### src/rtl/irq_prio_pkg.sv
package irq_prio_pkg;
    localparam int NUM_SRC = 9;
    localparam int LVL_W   = 2;
    localparam int NUM_LVL = 1 << LVL_W;
    localparam int VEC_W   = $clog2(NUM_SRC);
    localparam int AUX_N   = 2;
    localparam int SER_IDX = 4;
    localparam int T2_IDX  = 5;
    localparam int AUX_SER = 0;
    localparam int AUX_T2  = 1;

    typedef logic [LVL_W-1:0] lvl_t;
    typedef logic [VEC_W-1:0] vec_t;

    typedef struct packed {
        logic [NUM_SRC-1:0] req;
        logic               pend;
        vec_t               vec;
        lvl_t               lvl;
    } ctl_t;

    function automatic lvl_t top_of(input logic [NUM_LVL-1:0] v);
        lvl_t r;
        r = '0;
        for (int i = 0; i < NUM_LVL; i++) begin
            if (v[i]) r = lvl_t'(i);
        end
        return r;
    endfunction
endpackage

### src/rtl/irq_level_map.sv
module irq_level_map import irq_prio_pkg::*; (
    input  logic [NUM_SRC-1:0]            req,
    input  logic [NUM_SRC-1:0]            en,
    input  logic                          glb,
    input  logic [NUM_SRC-1:0]            hi,
    input  logic [NUM_SRC-1:0]            lo,
    output logic [NUM_SRC-1:0]            elig,
    output logic [NUM_SRC-1:0][LVL_W-1:0] lvl
);
    for (genvar g = 0; g < NUM_SRC; g++) begin : g_src
        assign elig[g] = req[g] & en[g] & glb;
        assign lvl[g]  = {hi[g], lo[g]};
    end
endmodule

### src/rtl/irq_arbiter.sv
module irq_arbiter import irq_prio_pkg::*; (
    input  logic                          clk,
    input  logic                          rst_n,
    input  logic [NUM_SRC-1:0]            elig,
    input  logic [NUM_SRC-1:0][LVL_W-1:0] lvl,
    input  logic                          svc_any,
    input  lvl_t                          svc_top,
    output logic                          found,
    output vec_t                          win_idx,
    output lvl_t                          win_lvl
);
    always_comb begin
        found   = 1'b0;
        win_idx = '0;
        win_lvl = '0;
        // ascending scan with strict compare keeps the lowest index on ties
        for (int i = 0; i < NUM_SRC; i++) begin
            if (elig[i] && (!svc_any || lvl[i] > svc_top) &&
                (!found || lvl[i] > win_lvl)) begin
                found   = 1'b1;
                win_idx = vec_t'(i);
                win_lvl = lvl[i];
            end
        end
    end

    // a chosen winner was eligible (enabled, globally enabled, requesting)
    p_win_eligible_r2: assert property (@(posedge clk) disable iff (!rst_n)
        found |-> elig[win_idx]);
endmodule

### src/rtl/irq_svc_track.sv
module irq_svc_track import irq_prio_pkg::*; (
    input  logic               clk,
    input  logic               rst_n,
    input  logic               set_en,
    input  lvl_t               set_lvl,
    input  logic               clr,
    output logic [NUM_LVL-1:0] svc,
    output logic               svc_any,
    output lvl_t               svc_top
);
    logic [NUM_LVL-1:0] svc_d, svc_q;

    always_comb begin
        svc_d = svc_q;
        if (clr && svc_q != '0) svc_d[top_of(svc_q)] = 1'b0;
        if (set_en) svc_d[set_lvl] = 1'b1;
    end

    always_ff @(posedge clk) begin
        if (!rst_n) svc_q <= '0;
        else        svc_q <= svc_d;
    end

    assign svc     = svc_q;
    assign svc_any = |svc_q;
    assign svc_top = top_of(svc_q);

    // acknowledge marks its level as in service
    p_push_level_r8: assert property (@(posedge clk) disable iff (!rst_n)
        set_en |=> svc_q[$past(set_lvl)]);

    // a return pops exactly one level
    p_pop_one_r9: assert property (@(posedge clk) disable iff (!rst_n)
        (clr && !set_en && svc_q != '0) |=>
            $countones(svc_q) == $countones($past(svc_q)) - 1);
endmodule

### src/rtl/irq_prio_ctrl.sv
module irq_prio_ctrl import irq_prio_pkg::*; (
    input  logic               clk,
    input  logic               rst_n,
    input  logic [NUM_SRC-1:0] src_req,
    input  logic [AUX_N-1:0]   aux_req,
    input  logic [NUM_SRC-1:0] src_en,
    input  logic               glb_en,
    input  logic [NUM_SRC-1:0] pri_hi,
    input  logic [NUM_SRC-1:0] pri_lo,
    input  logic               ack,
    input  logic               reti,
    output logic               irq_req,
    output logic [VEC_W-1:0]   irq_vec,
    output logic [LVL_W-1:0]   irq_lvl,
    output logic [NUM_LVL-1:0] in_svc
);
    ctl_t ctl_d, ctl_q;

    logic [NUM_SRC-1:0]            elig;
    logic [NUM_SRC-1:0][LVL_W-1:0] lvl_map;
    logic                          found;
    vec_t                          win_idx;
    lvl_t                          win_lvl;
    logic                          svc_any;
    lvl_t                          svc_top;
    logic                          take;

    irq_level_map u_map (
        .req  (ctl_q.req),
        .en   (src_en),
        .glb  (glb_en),
        .hi   (pri_hi),
        .lo   (pri_lo),
        .elig (elig),
        .lvl  (lvl_map)
    );

    irq_arbiter u_arb (
        .clk     (clk),
        .rst_n   (rst_n),
        .elig    (elig),
        .lvl     (lvl_map),
        .svc_any (svc_any),
        .svc_top (svc_top),
        .found   (found),
        .win_idx (win_idx),
        .win_lvl (win_lvl)
    );

    assign take = ack & ctl_q.pend;

    irq_svc_track u_svc (
        .clk     (clk),
        .rst_n   (rst_n),
        .set_en  (take),
        .set_lvl (ctl_q.lvl),
        .clr     (reti),
        .svc     (in_svc),
        .svc_any (svc_any),
        .svc_top (svc_top)
    );

    always_comb begin
        ctl_d     = ctl_q;
        ctl_d.req = src_req;
        ctl_d.req[SER_IDX] = src_req[SER_IDX] | aux_req[AUX_SER];
        ctl_d.req[T2_IDX]  = src_req[T2_IDX]  | aux_req[AUX_T2];
        if (ctl_q.pend) begin
            if (ack) ctl_d.pend = 1'b0;
        end else if (found) begin
            ctl_d.pend = 1'b1;
            ctl_d.vec  = win_idx;
            ctl_d.lvl  = win_lvl;
        end
    end

    always_ff @(posedge clk) begin
        if (!rst_n) ctl_q <= '0;
        else        ctl_q <= ctl_d;
    end

    assign irq_req = ctl_q.pend;
    assign irq_vec = ctl_q.vec;
    assign irq_lvl = ctl_q.lvl;

    // presented request frozen until acknowledged
    p_hold_until_ack_r10: assert property (@(posedge clk) disable iff (!rst_n)
        (irq_req && !ack) |=> (irq_req && $stable(irq_vec) && $stable(irq_lvl)));

    // vector index in range
    p_vec_range_r11: assert property (@(posedge clk) disable iff (!rst_n)
        irq_req |-> irq_vec < VEC_W'(NUM_SRC));

    // a new request only rises while globally enabled
    p_glb_gate_r3: assert property (@(posedge clk) disable iff (!rst_n)
        $rose(irq_req) |-> $past(glb_en));

    // a new request lies strictly above the in-service level
    p_above_svc_r7: assert property (@(posedge clk) disable iff (!rst_n)
        ($rose(irq_req) && $past(in_svc) != '0) |-> irq_lvl > top_of($past(in_svc)));

    // acknowledge withdraws the request
    p_ack_drops_r8: assert property (@(posedge clk) disable iff (!rst_n)
        (irq_req && ack) |=> !irq_req);
endmodule

### config.mk
export PLATFORM = sky130hd
export DESIGN_NAME = irq_prio_ctrl
export DESIGN_NICKNAME = d
export VERILOG_FILES = /design/src/rtl/irq_prio_pkg.sv /design/src/rtl/irq_level_map.sv /design/src/rtl/irq_arbiter.sv /design/src/rtl/irq_svc_track.sv /design/src/rtl/irq_prio_ctrl.sv
export SDC_FILE = /design/constraint.sdc
export NUM_CORES = 1
export LEC_CHECK = 0
export ABC_AREA = 1
export BUFFER_PORTS_ARGS = -buffer_cell sky130_fd_sc_hd__buf_2
export CAP_MARGIN = 25
export CORE_MARGIN = 2
export CORE_UTILIZATION = 40
export CTS_CLUSTER_DIAMETER = 60
export DETAILED_ROUTE_END_ITERATION = 6
export GPL_TIMING_DRIVEN = 0
export PLACE_DENSITY_LB_ADDON = 0.08
export SLEW_MARGIN = 20
export SYNTH_ARGS = -nofsm -noshare
export SYNTH_HDL_FRONTEND = slang
export SYNTH_SLANG_ARGS = --single-unit
### constraint.sdc
create_clock -name clk -period 17.1 [get_ports clk]
set_input_delay 1.71 -clock clk [delete_from_list [all_inputs] [get_ports clk]]
set_output_delay 1.71 -clock clk [all_outputs]
set_load 0.005 [all_outputs]
==> reports/qor.yml <==
wire_length_of_the_first_global_routing_pass_mm: 8.50
holdBufCountCts: 0
grt_antenna_before_repair: 0
critical_path.most_common_cell: "nand2_1"
groute.usage.overall: 0.175
final_net_count: 465
synth-seq-cells: 20
worst_setup_sp_type: "input pin"
post-route-period-util: 0.588
number_of_cts_inserted_buffers: 3
clockRootBuffer: "clkbuf_8"
share_of_the_yosys_chip_area_belonging_to_registers: 0.187
yosysWarningCount: 0
post_synth_num_cell_types: 26
cp-end-kind: "register"
fp.dieW_um: 77.2
reg2reg_setup_slack_ns: 7.62
mappedNetlistArea_sq_um: 2150
worst_pin_slew_ns: 0.560
cap_viol_max_count: 0
cts_sinks: 20
total_leakage_power_nw: 1.53
mostFrequentLayoutCell: "nand2_1"
design.portCount: 54
port-buffer-count: 51
finalSetupViolCount: 0
filler_cells_inserted: 586
power.density_nw_per_um2: 52.3
worstSkewPairLatency_ns: 0.26
path_max_fanout: 5
post-route-util: 0.492
rsz0062_at_grt: "false"
wl_mm: 4.93
core-area_sq_um: 5140
area_growth_syn_to_layout_pct: 17.9
synth_nets: 409
finalHoldViolCount: 0
min-delay-path-class: "reg -> reg"
post_synth.cell_area_avg_sq_um: 6.46
timing.setup.critical_path_class: "in -> reg"
synthesis.instances: 332
cts-resized-gates: 0
cts.reportedPaths.clkPinSlew_ns: 0.08
cts_tree: "built"
grt_max_degree: 11
finClkSkew_ns: 0.00395
antenna-diode-count: 0
fp.dieArea_sq_um: 5970
route.met3.wl_um: 203
dr.pass1.iters: 4
finalWeightedCongestion: 0.781
critical_path_required_ns: 17.30
grt.overflow.total: 0
layout_common_cells: "nand2_1 (90), inv_1 (60), buf_2 (51)"
number_of_global_route_vias_before_repair: 1920
slowest_stage: "ha_1"
routed_via_density: 4.52
detail_route.drc_violations: 0
wl_per_cell_um: 10.8
result_of_the_run: "complete, no violations"
drt-initial-drc-count: 62
fin_tns_setup_ns: 0
detail_route.wirelength.met1_mm: 2.53
final_layout_size_suffix_gt1_frac: 0.228
critical_path.max_stage_delay_ns: 0.30
start_util: 0.417
postCtsSetupBuffers: 0
route.vias.total: 2059
route.top_layer_used: "met4"
placementRows: 26
fp.dieH_um: 77.2
vdd_drop_max_mv: 0.0389
cts_max_path_bufs: 2
met2WireLength_mm: 2.18
critical_path_arrival_ns: 10.25
minimum_clock_period_ns: 10.06
antenna_violating_nets_post_route: 0
slew_headroom: 0.626
timing.final.max_slew_violations: 0
dp_hpwl_mm: 4.00
number_of_levels_the_h_tree_was_split_into: 1
maxClockFrequency_mhz: 99.4
-- per-stage QoR --
stage	worst slack, ns	area (sq um)	total power [mW]	hold slack [ns]	cells
CTS	7.04	2530	0.134	0.468	456
floorplan	7.77	2150	0.0871	0.440	332
global placement	6.77	2490	0.101	0.454	453
global route	5.86	2530	0.145	0.494	456
detailed placement	6.79	2490	0.102	0.455	453
finish	7.04	2530	0.132	0.465	456
-- flip-flops by register name (all words and copies together), names as in the netlist --
register / flops
irq_req: 1
irq_vec: 4
ctl_q: 9
u_svc.svc: 4
irq_lvl: 2
-- cells by family (layout without fill, tap and decap cells) --
kind of cell             Yosys count  after routing  share of synthesized area
AO/OA/AOI/OAI                     39             39                      0.106
adder cells (fa/ha/maj)           34             34                      0.198
AND/OR/NAND/NOR                  167            167                      0.371
buffers and inverters             72            126                      0.138
flip-flops                        20             20                      0.187
-- routing by layer --
metal	vias to the layer above	track usage
met3	2	0.0353
li1	1145	-
met5	-	0
met2	35	0.298
met4	0	0.0214
met1	877	0.235
-- worst paths after layout --
| check | from | cells after the start | end |
|---|---|---|---|
| hold / removal | irq_vec[1] | 2 | irq_vec[1] |
| setup reg to reg | u_svc.svc[2] | 77 | irq_lvl[0] |
| hold reg to reg | irq_vec[1] | 2 | irq_vec[1] |
| setup / recovery | pri_hi[0] | 76 | irq_lvl[0] |
-- where the power goes --
part / internal [mW] / switching, mW
sequential: 0.0493 / 0.00169
combinational: 0.0210 / 0.0284
clock: 0.0157 / 0.0163
total: 0.0860 / 0.0464
-- critical path: cells and delay by family --
kind,cells,cell delay [ns]
AND/OR/NAND/NOR,43,3.61
buffers and inverters,14,1.10
adder cells (fa/ha/maj),9,2.57
AO/OA/AOI/OAI,10,1.25
-- synthesized netlist by cell type --
cell / instances / area, sq um
nand2_1: 90 / 338
inv_1: 60 / 225
ha_1: 34 / 425
nand3_1: 29 / 145
dfxtp_1: 20 / 400
nor2_1: 19 / 71.3
o21ai_0: 17 / 85.1
a21oi_1: 14 / 70.1
buf_4: 7 / 52.6
and2_1: 6 / 37.5
nand2_2: 5 / 31.3
nand2_4: 5 / 56.3
nor2_4: 5 / 56.3
a21oi_2: 3 / 26.3
inv_2: 3 / 11.3
clkbuf_1: 2 / 7.51
nand3_2: 2 / 20.0
o21bai_1: 2 / 15.0
or2_1: 2 / 12.5
and3_1: 1 / 6.26
nand3b_1: 1 / 7.51
nor2_2: 1 / 6.26
o21ai_2: 1 / 8.76
o22ai_2: 1 / 12.5
o32ai_1: 1 / 8.76
or2_4: 1 / 8.76
-- area by class of cell --
type	instances	area, sq um	area share
Buffer	9	60.1	0.0237
Clock buffer	3	41.3	0.0163
Inverter	63	236	0.0935
Multi-Input combinational cell	240	1450	0.573
Sequential cell	20	400	0.158
Tap cell	70	87.6	0.0346
Timing Repair Buffer	51	255	0.101
Power figures use the tool's default switching activity.
